`src/rtl/hdlc_tx_pkg.sv`:
```
`timescale 1ns/1ps
package hdlc_tx_pkg;

    typedef enum logic [1:0] {
        ST_FLAG = 2'd0,
        ST_DATA = 2'd1,
        ST_FCS  = 2'd2
    } tx_state_e;

endpackage

```
`src/rtl/hdlc_tx_crc.sv`:
```
`timescale 1ns/1ps
module hdlc_tx_crc #(
    parameter int           W    = 16,
    parameter logic [W-1:0] POLY = 16'h8408,
    parameter logic [W-1:0] INIT = 16'hFFFF
) (
    input  logic clk,
    input  logic rst_n,
    input  logic clr,
    input  logic upd,
    input  logic shift,
    input  logic din,
    output logic fcs_bit
);

    logic [W-1:0] crc_q;
    logic         fb;

    assign fb = crc_q[0] ^ din;

    always_ff @(posedge clk) begin
        if (!rst_n) begin
            crc_q <= INIT;
        end else if (clr) begin
            crc_q <= INIT;
        end else if (upd) begin
            crc_q <= (crc_q >> 1) ^ (fb ? POLY : '0);
        end else if (shift) begin
            crc_q <= crc_q >> 1;
        end
    end

    assign fcs_bit = ~crc_q[0];

endmodule

```
`src/rtl/hdlc_tx_stuffer.sv`:
```
`timescale 1ns/1ps
module hdlc_tx_stuffer #(
    parameter int RUN = 5
) (
    input  logic clk,
    input  logic rst_n,
    input  logic bit_en,
    input  logic cur,
    input  logic stuffable,
    output logic insert
);

    localparam int RUN_W = $clog2(RUN + 1);

    logic [RUN_W-1:0] ones_q;

    assign insert = (ones_q == RUN_W'(RUN));

    always_ff @(posedge clk) begin
        if (!rst_n) begin
            ones_q <= '0;
        end else if (bit_en) begin
            if (insert) begin
                ones_q <= '0;
            end else if (stuffable && cur) begin
                ones_q <= ones_q + RUN_W'(1);
            end else begin
                ones_q <= '0;
            end
        end
    end

    AST_RUN_CLEARED: assert property (@(posedge clk) disable iff (!rst_n)
        (bit_en && insert) |=> (ones_q == '0)) else $error("stuff run not cleared");

endmodule

```
`src/rtl/hdlc_tx_outstage.sv`:
```
`timescale 1ns/1ps
module hdlc_tx_outstage (
    input  logic clk,
    input  logic rst_n,
    input  logic bit_en,
    input  logic line_bit,
    input  logic invert,
    output logic tx_bit,
    output logic tx_bit_en
);

    always_ff @(posedge clk) begin
        if (!rst_n) begin
            tx_bit    <= 1'b0;
            tx_bit_en <= 1'b0;
        end else begin
            tx_bit_en <= bit_en;
            if (bit_en) begin
                tx_bit <= line_bit ^ invert;
            end
        end
    end

    AST_QUIET_WITHOUT_STROBE: assert property (@(posedge clk) disable iff (!rst_n)
        !bit_en |=> $stable(tx_bit)) else $error("line bit moved without strobe");

endmodule

```
`src/rtl/hdlc_tx_serializer.sv`:
```
`timescale 1ns/1ps
module hdlc_tx_serializer
    import hdlc_tx_pkg::*;
#(
    parameter int                DATA_W       = 8,
    parameter int                CRC_W        = 16,
    parameter logic [CRC_W-1:0]  CRC_POLY     = 16'h8408,
    parameter logic [CRC_W-1:0]  CRC_INIT     = 16'hFFFF,
    parameter int                STUFF_RUN    = 5,
    parameter logic [DATA_W-1:0] FLAG_PATTERN = 8'h7E
) (
    input  logic              clk,
    input  logic              rst_n,
    input  logic              bit_en,
    input  logic [DATA_W-1:0] in_data,
    input  logic              in_end,
    input  logic              in_valid,
    output logic              in_ready,
    input  logic              cfg_invert,
    input  logic              cfg_fcs_off,
    input  logic              cfg_msb_first,
    output logic              tx_bit,
    output logic              tx_bit_en
);

    localparam int CNT_W  = $clog2(DATA_W);
    localparam int FCNT_W = $clog2(CRC_W);

    tx_state_e         state_q;
    tx_state_e         state_d;
    logic [DATA_W-1:0] sh_q;
    logic [CNT_W-1:0]  cnt_q;
    logic [FCNT_W-1:0] fcnt_q;
    logic              end_q;
    logic              msb_q;
    logic              fcsoff_q;
    logic              inv_q;

    logic insert;
    logic fcs_bit;
    logic cur_bit;
    logic line_bit;
    logic adv;
    logic at_last;
    logic take;
    logic stuffable;

    // ---------------- bit selection and handshake ----------------
    always_comb begin
        unique case (state_q)
            ST_FLAG: cur_bit = sh_q[0];
            ST_DATA: cur_bit = msb_q ? sh_q[DATA_W-1] : sh_q[0];
            ST_FCS:  cur_bit = fcs_bit;
            default: cur_bit = 1'b1;
        endcase
    end

    assign stuffable = (state_q != ST_FLAG);
    assign line_bit  = insert ? 1'b0 : cur_bit;
    assign adv       = bit_en && !insert;
    assign at_last   = (state_q == ST_FCS) ? (fcnt_q == FCNT_W'(CRC_W - 1))
                                           : (cnt_q == CNT_W'(DATA_W - 1));
    assign in_ready  = adv && at_last &&
                       ((state_q == ST_FLAG) || ((state_q == ST_DATA) && !end_q));
    assign take      = in_ready && in_valid;

    // ---------------- next state ----------------
    always_comb begin
        state_d = state_q;
        if (adv && at_last) begin
            unique case (state_q)
                ST_FLAG: if (take) state_d = ST_DATA;
                ST_DATA: if (!take) state_d = fcsoff_q ? ST_FLAG : ST_FCS;
                ST_FCS:  state_d = ST_FLAG;
                default: state_d = ST_FLAG;
            endcase
        end
    end

    // ---------------- state register ----------------
    always_ff @(posedge clk) begin
        if (!rst_n) begin
            state_q <= ST_FLAG;
        end else begin
            state_q <= state_d;
        end
    end

    // ---------------- shift register, counters, sampled controls ----------------
    always_ff @(posedge clk) begin
        if (!rst_n) begin
            sh_q     <= FLAG_PATTERN;
            cnt_q    <= '0;
            fcnt_q   <= '0;
            end_q    <= 1'b0;
            msb_q    <= 1'b0;
            fcsoff_q <= 1'b0;
            inv_q    <= 1'b0;
        end else if (adv) begin
            if (at_last) begin
                cnt_q  <= '0;
                fcnt_q <= '0;
                if (take) begin
                    sh_q  <= in_data;
                    end_q <= in_end;
                    if (state_q == ST_FLAG) begin
                        msb_q    <= cfg_msb_first;
                        fcsoff_q <= cfg_fcs_off;
                    end
                end else begin
                    sh_q <= FLAG_PATTERN;
                    if (state_q == ST_FLAG) begin
                        inv_q <= cfg_invert;
                    end
                end
            end else begin
                if (state_q == ST_FCS) begin
                    fcnt_q <= fcnt_q + FCNT_W'(1);
                end else begin
                    cnt_q <= cnt_q + CNT_W'(1);
                end
                if ((state_q == ST_DATA) && msb_q) begin
                    sh_q <= sh_q << 1;
                end else begin
                    sh_q <= sh_q >> 1;
                end
            end
        end
    end

    // ---------------- sub-blocks ----------------
    hdlc_tx_crc #(
        .W    (CRC_W),
        .POLY (CRC_POLY),
        .INIT (CRC_INIT)
    ) u_crc (
        .clk     (clk),
        .rst_n   (rst_n),
        .clr     (take && (state_q == ST_FLAG)),
        .upd     (adv && (state_q == ST_DATA)),
        .shift   (adv && (state_q == ST_FCS)),
        .din     (cur_bit),
        .fcs_bit (fcs_bit)
    );

    hdlc_tx_stuffer #(
        .RUN (STUFF_RUN)
    ) u_stuff (
        .clk       (clk),
        .rst_n     (rst_n),
        .bit_en    (bit_en),
        .cur       (cur_bit),
        .stuffable (stuffable),
        .insert    (insert)
    );

    hdlc_tx_outstage u_out (
        .clk       (clk),
        .rst_n     (rst_n),
        .bit_en    (bit_en),
        .line_bit  (line_bit),
        .invert    (inv_q),
        .tx_bit    (tx_bit),
        .tx_bit_en (tx_bit_en)
    );

    // ---------------- assertions ----------------
    AST_STUFF_EMITS_ZERO: assert property (@(posedge clk) disable iff (!rst_n)
        (bit_en && insert) |=> (tx_bit == $past(inv_q))) else $error("stuffed bit not zero");

    AST_CFG_HELD_IN_PACKET: assert property (@(posedge clk) disable iff (!rst_n)
        ((state_q == ST_DATA) && ($past(state_q) == ST_DATA)) |-> ($stable(msb_q) && $stable(fcsoff_q) && $stable(inv_q)))
        else $error("control changed inside packet");

    AST_FCS_ONLY_AFTER_DATA: assert property (@(posedge clk) disable iff (!rst_n)
        $rose(state_q == ST_FCS) |-> (($past(state_q) == ST_DATA) && !fcsoff_q)) else $error("bad checksum entry");

    AST_NO_FCS_WHEN_OFF: assert property (@(posedge clk) disable iff (!rst_n)
        (state_q == ST_FCS) |-> !fcsoff_q) else $error("checksum sent while disabled");

    AST_READY_STROBED_OUT: assert property (@(posedge clk) disable iff (!rst_n)
        in_ready |=> tx_bit_en) else $error("ready without line strobe");

    AST_STROBE_FOLLOWS: assert property (@(posedge clk) disable iff (!rst_n)
        bit_en |=> tx_bit_en) else $error("line strobe missing");

endmodule

```
`config.mk`:
```
export PLATFORM = sky130hd
export DESIGN_NAME = hdlc_tx_serializer
export DESIGN_NICKNAME = d
export VERILOG_FILES = /design/src/rtl/hdlc_tx_pkg.sv /design/src/rtl/hdlc_tx_crc.sv /design/src/rtl/hdlc_tx_stuffer.sv /design/src/rtl/hdlc_tx_outstage.sv /design/src/rtl/hdlc_tx_serializer.sv
export SDC_FILE = /design/constraint.sdc
export NUM_CORES = 1
export LEC_CHECK = 0
export BUFFER_PORTS_ARGS = -buffer_cell sky130_fd_sc_hd__buf_4
export CAP_MARGIN = 0
export CORE_UTILIZATION = 55
export CTS_CLUSTER_DIAMETER = 50
export DETAILED_ROUTE_END_ITERATION = 7
export HOLD_SLACK_MARGIN = 0.15
export PLACE_DENSITY_LB_ADDON = 0.12
export SETUP_SLACK_MARGIN = 0.05
export SLEW_MARGIN = 20
export SYNTH_ARGS = -nofsm -noshare
export SYNTH_HDL_FRONTEND = slang
export SYNTH_SLANG_ARGS = --single-unit
```
`constraint.sdc`:
```
create_clock -name clk -period 2.8 [get_ports clk]
set_input_delay 0.42 -clock clk [delete_from_list [all_inputs] [get_ports clk]]
set_output_delay 0.42 -clock clk [all_outputs]
set_load 0.02 [all_outputs]
```
==> results of run 1 <==
-- power by group --
part	internal [mW]	total, mW	switching [mW]	leakage, nW
Clock	0.188	0.379	0.190	0.0385
Combinational	0.0365	0.0807	0.0442	0.586
Sequential	0.608	0.616	0.00785	0.342
Total	0.833	1.08	0.242	0.966
-- worst max-delay path by stage --
stage | slack [ps] | cells after the start | end
2_1_floorplan | 940 | 6 | u_crc.crc_q[10]$_SDFFE_PP1P_
3_3_place_gp | 770 | 6 | u_crc.crc_q[10]$_SDFFE_PP1P_
3_5_place_dp | 720 | 4 | u_crc.crc_q[15]$_SDFFE_PP1P_
4_1_cts | 450 | 7 | in_ready
5_1_grt | 310 | 7 | in_ready
6_report | 450 | 7 | in_ready
-- synthesized netlist by cell type (2+ instances only) --
cell type	instances	area share, %
and3_1	2	0.62
ha_1	5	3.1
a21oi_1	11	2.7
buf_2	4	0.99
nand4_1	4	1.2
o221ai_1	6	2.6
nor4_1	2	0.62
nor2b_1	4	1.2
o2111ai_1	4	1.7
mux2i_1	5	2.5
inv_1	7	1.3
nor3_1	5	1.2
xor2_1	3	1.3
nand3_1	18	4.5
o211ai_1	5	1.9
nand2b_1	2	0.62
clkbuf_1	7	1.3
nor2_1	18	3.4
mux2_2	7	3.9
nand2_1	37	6.9
o21ai_0	5	1.2
a32oi_1	2	0.87
dfxtp_1	42	42
-- registers in the layout, indices dropped and copies added (netlist names) --
name	count
u_crc.crc_q	16
sh_q	8
fcnt_q	4
cnt_q	3
u_stuff.ones_q	3
state_q	2
end_q	1
fcsoff_q	1
inv_q	1
msb_q	1
u_out.tx_bit	1
u_out.tx_bit_en	1
-- area by class of cell --
type	count	share of cell area, %
repair buffers	20	6.68
well taps	46	2.56
inverters	7	1.17
clock inverters	2	1.67
multi-input cells	171	48.7
flip-flops and latches	42	37.4
clock buffers	6	1.84
-- routing by layer --
layer,vias up,part of all wire [%],global-route usage (%)
met1,838,50,29.8
met5,-,0,0
li1,869,-,-
met2,23,46,39.0
met3,5,2.9,6.02
met4,0,1.3,8.72
-- logic make-up after synthesis --
| family | Yosys count | synth area share, % |
|---|---|---|
| AOI/OAI and AO/OA | 48 | 18.3 |
| and+or+nand+nor | 103 | 25.0 |
| buffers and inverters | 20 | 4.16 |
| muxes | 12 | 6.40 |
| adders and majority gates | 5 | 3.11 |
| xor gates and xnor gates | 3 | 1.30 |
| DFF | 42 | 41.7 |
-- stage by stage --
step | power (mW) | util, % | std cells | instance area, sq um
after floorplan | 0.676 | - | 233 | 2010
after global placement | 0.708 | 63.4 | 286 | 2160
after detailed placement | 0.709 | 63.4 | 286 | 2160
after CTS | 1.09 | 65.7 | 294 | 2240
after global routing | 1.12 | 65.8 | 294 | 2250
final | 1.08 | 65.8 | 294 | 2250
-- cell usage in the layout, fill, tap and decap left out, types with 2 or more instances in the layout --
cell,instances
o21ai_2,2
o211ai_1,5
a21oi_1,11
o221ai_1,6
and3_1,2
o2111ai_1,4
nand2_1,37
nand3_1,18
nand4_1,4
nor2_1,18
ha_1,5
buf_4,20
mux2_2,7
inv_1,7
xor2_1,3
nor4_1,2
nor2b_1,4
clkbuf_4,5
o21ai_0,5
dfxtp_1,42
nor3_1,5
a32oi_1,2
nand2b_1,2
mux2i_1,5
-- worst max-delay path: cells and delay by family, from the launching register on --
family                   cells  cell delay, ps
AO/OA/AOI/OAI                2             350
adder cells (fa/ha/maj)      1             210
buffers and inverters        3             470
flip-flops                   1             380
AND/OR/NAND/NOR              1             150
==> key figures, run 1 <==
Status
  • Status: completed

Final layout
  • Antenna fix cells: 0
  • Share of layout cells above drive strength 1: 16.5%
  • Area grow syn2layout: 11.6%
  • Final nets: 268
  • # fillers: 287
  • Multi-input combinational cell area: 1090 sq um
  • Reg area: approximately 840 sq um

Clock network
  • CTS tree: built
  • H-tree levels: 2
  • Hold Buf Count CTS: 0
  • Clk slew on worst S/H paths: approximately 120 ps
  • TritonCTS Buffers: 5
  • Clock root buffer: clkbuf_4
  • Max Root-Sink Buffers: 2
  • Worst-Skew Late Latency: 350 ps
  • Clock Sinks: 42
  • Setup Fix Bufs, Post-CTS: 0
  • Resize count post-CTS: 0

STA
  • Clock Skews: 10.9 ps
  • Share of the clock period used by the worst path: 83.9%
  • Pins Over Slew Limit: 0
  • Achievable Freq: 426 MHz
  • Minimum clock period: 2350 ps
  • RSZ-0062 raised after global routing: false
  • Setup-failing EPs final: 0
  • Final worst setup slack: 451 ps
  • Worst slew margin: 54.6%
  • Final hold vios: 0
  • Setup tns final: 0 ps
  • Hold Slack: between 300 and 400 ps
  • Least-Margin Pin Slew: between 600 and 700 ps

Worst setup path
  • Worst r2r src: u_stuff.ones_q[1]$_SDFFE_PN0P_
  • CP endpoint kind: primary output
  • Slowest-stage cell, CP: dfxtp_1
  • Crit path kind: reg2out
  • CP Cell Sequence: inv_1 -> ha_1 -> a21boi_1 -> buf_4 -> o21ai_2 -> nor2b_1 -> buf_4
  • Most frequent CP cell: buf_4
  • Reg2Reg Setup Slack: 690 ps
  • Delay of the slowest critical-path stage: between 300 and 400 ps
  • Req. time, crit path: 2380 ps
  • Worst Path Arrival: 1930 ps
  • Worst Path Max Fanout: 23
  • Startpoint class of the critical path: register
  • Setup crit start: u_stuff.ones_q[1]$_SDFFE_PN0P_
  • R2r worst-path depth: 6
  • Worst R2R End: u_crc.crc_q[10]$_SDFFE_PP1P_

Floorplanning
  • Initial core utilization: 59.0%
  • Std-Cell Rows: 21
  • DIE HEIGHT: 62.5 microns
  • Core area: about 3400 sq um
  • Number of I/O pins: 19
  • Die W: 62.5 microns
  • Die ar.: 3910 sq um

Pwr
  • Pleak: ~0.97 nW
  • Pwr Density: 479 nW/um^2
  • Worst VDD drop: around 0.31 mV

Job
  • Max-cap viol count: 0

Logic synthesis
  • Syn_nets: 254
  • Main synth FF type: dfxtp_1
  • Mapped cell area: 2010 sq um
  • Unique masters post-synth: 51
  • Post-synthesis cell count: 233
  • Syn Area/Cell: 8.65 sq um
  • Async S/R FF share, synth: 0%
  • EDFF count, synth: 0
  • Register area share after synthesis: 41.7%
  • Synthesis warning total: 0
  • Number of synthesized register bits: 42

Min path
  • Hold path endpoint: end_q$_SDFFE_PN0P_
  • Worst Min Path Start: in_end
  • Worst Hold Class: in2reg
  • WHS Path Cells: 3

GRT
  • Largest net degree at the start of global routing: 24
  • Initial antenna violation count: 0
  • Overall Global Routing Usage: 23.7%
  • First-pass GRT wire length: 7.37 mm
  • GR Overflow Total: 0
  • Vias in the first global route: between 1500 and 2000

Routing
  • Mean routed wirelength per cell: 14.5 microns
  • Routed vias: 1735
  • TritonRoute pass-1 iters: 4
  • Residual DRC count: 0
  • Total wire length: 4.28 mm
  • ANT nets after route: 0
  • First DRT Iteration DRCs: about 110
  • Drt via density: 5.90

Placed design
  • Port bufs: 18
  • Pre-CTS setup slack: 717 ps
  • RePlAce Congestion: about 0.79
  • DP Wirelength: 2.91 mm
No activity file was read; power rests on OpenSTA's default activity.
==> inputs of run 2 (changes only) <==
Clock period 2.8 ns to 2.25 ns, I/O delays scaled along.
==> key figures, run 2 (synthesized netlist as in run 1, its figures left out) <==
Status
  • Status: completed

STA
  • RSZ-0062 raised after global routing: false
  • Worst slew margin: 54.1%
  • Clock Skews: 9.07 ps
  • Share of the clock period used by the worst path: between 90% and 100%
  • Setup-failing EPs final: 0
  • Minimum clock period: roughly 2100 ps
  • Achievable Freq: roughly 470 MHz
  • Least-Margin Pin Slew: 689 ps
  • Final hold vios: 0
  • Pins Over Slew Limit: 0
  • Setup tns final: 0 ps

Routing
  • Routed vias: 1744
  • Residual DRC count: 0
  • ANT nets after route: 0
  • Mean routed wirelength per cell: 13.6 microns
  • Total wire length: 4.10 mm
  • TritonRoute pass-1 iters: 4
  • First DRT Iteration DRCs: 119
  • Drt via density: 5.79

Final layout
  • Most frequent cells in the layout: dfxtp_1, nand2_1, buf_4
  • Final nets: 275
  • Antenna fix cells: 0
  • Max reg flops: 16
  • Multi-input combinational cell area: 1100 sq um
  • Commonest non-fill, non-tap cell in the layout: dfxtp_1
  • Share of layout cells above drive strength 1: 19.6%
  • Area grow syn2layout: 13.8%
  • Reg area: between 800 and 900 sq um
  • Largest regs: u_crc.crc_q (16), sh_q (8), fcnt_q (4)
  • # fillers: approximately 320
  • Register name with the most flops: u_crc.crc_q

Placed design
  • DP Wirelength: about 2.9 mm
  • RePlAce Congestion: 0.803
  • Port bufs: 18

Floorplanning
  • Die ar.: 3910 sq um
  • Number of I/O pins: 19
  • Core area: 3420 sq um
  • Die W: 62.5 microns
  • Initial core utilization: 59.0%
  • DIE HEIGHT: 62.5 microns
  • Std-Cell Rows: 21

Clock network
  • Worst-Skew Late Latency: between 300 and 400 ps
  • Hold Buf Count CTS: 0
  • H-tree levels: 2
  • Clock root buffer: clkbuf_4
  • TritonCTS Buffers: 5
  • Clock Sinks: 42
  • Clk slew on worst S/H paths: 120 ps
  • CTS tree: built
  • Max Root-Sink Buffers: 2

Worst setup path
  • Worst R2R End: u_crc.crc_q[10]$_SDFFE_PP1P_
  • Worst Path Arrival: roughly 1800 ps
  • CP Buf/Inv Count: 1
  • Worst path top cell family by delay: adder cells
  • Crit path kind: reg2out
  • Delay of the slowest critical-path stage: 340 ps
  • Startpoint class of the critical path: register
  • Slowest-stage cell, CP: dfxtp_1
  • Most frequent CP cell: ha_1
  • Worst r2r src: u_stuff.ones_q[1]$_SDFFE_PN0P_
  • Setup crit start: cnt_q[0]$_SDFFE_PN0P_
  • Reg2Reg Setup Slack: 220 ps
  • CP endpoint kind: primary output
  • Worst Path Max Fanout: 9
  • Req. time, crit path: ~1900 ps
  • R2r worst-path depth: 6
  • CP Cell Sequence: ha_1 -> ha_1 -> o21ai_4 -> nor2b_1 -> buf_4

Min path
  • Worst Min Path Start: cfg_fcs_off
  • WHS Path Cells: 3
  • Hold path endpoint: fcsoff_q$_SDFFE_PN0P_
  • Worst Hold Class: in2reg

GRT
  • Vias in the first global route: 1626
  • Overall Global Routing Usage: 23.2%
  • First-pass GRT wire length: 7.24 mm
  • Initial antenna violation count: 0
  • Largest net degree at the start of global routing: 15
  • GR Overflow Total: 0

Pwr
  • Pwr Total: 1.26 mW
  • Worst VDD drop: 0.422 mV
  • Pwr Density: 551 nW/um^2
  • Pleak: 0.998 nW

Job
  • Max-cap viol count: 0
==> run 2: cell count changes in the layout (fill, tap and decap cells not counted), sizes merged <==
cell	previous run	this run
buf	20	27
bufinv	1	0
clkbuf	6	7
clkinv	0	1
clkinvlp	1	0
==> run 2: what timing repair did <==
action                                  in CTS  in global routing
gates resized for setup                      1                  4
setup buffers                                0                  2
endpoints found under the setup margin       1                  1
hold endpoints to repair                     0                  0
==> run 2: tightest hold or removal path, cell delays in order <==
cell     delay [ps]
buf_4            70
mux2i_1          50
nor2_1           70
==> run 2: layout make-up <==
type	instances	area share (%)
multi-input combinational	171	47.9
sequential	42	36.8
timing repair buffer	27	9.01
tap	46	2.51
clock buffer	7	2.40
inverter	7	1.15
clock inverter	1	0.218
==> run 2: power by group <==
group	internal, mW	switching, mW
clock network	0.152	0.237
logic	0.0505	0.0563
registers	0.757	0.00925
==> run 2: worst max path at each step <==
| stage | slack [ps] | to | depth (start not counted) |
|---|---|---|---|
| floorplan | 390 | u_crc.crc_q[10]$_SDFFE_PP1P_ | 6 |
| CTS | 120 | in_ready | 4 |
| global placement | 260 | u_crc.crc_q[10]$_SDFFE_PP1P_ | 6 |
| detailed placement | 220 | u_crc.crc_q[10]$_SDFFE_PP1P_ | 6 |
| finish | 140 | in_ready | 5 |
| global route | 50 | in_ready | 5 |
==> run 2: through the flow <==
step	hold slack [ps]	cell area [sq um]	setup WS (ps)	instances	util [%]
floorplan	434	2010	390	233	-
global placement	446	2200	258	291	64.5
detailed placement	451	2200	224	291	64.5
CTS	203	2270	120	299	66.4
global route	209	2290	50.9	301	67.1
finish	201	2290	145	301	67.1
==> run 2: metal layers <==
layer  wire (microns)  vias up  part of all wire (%)  GRT usage (%)
met5                0        -                     0              0
met4               76        0                   1.9           10.5
met3              137        8                   3.3           4.93
met2             1820       26                    45           35.2
met1             2060      825                    50           31.4
li1                 -      885                     -              -
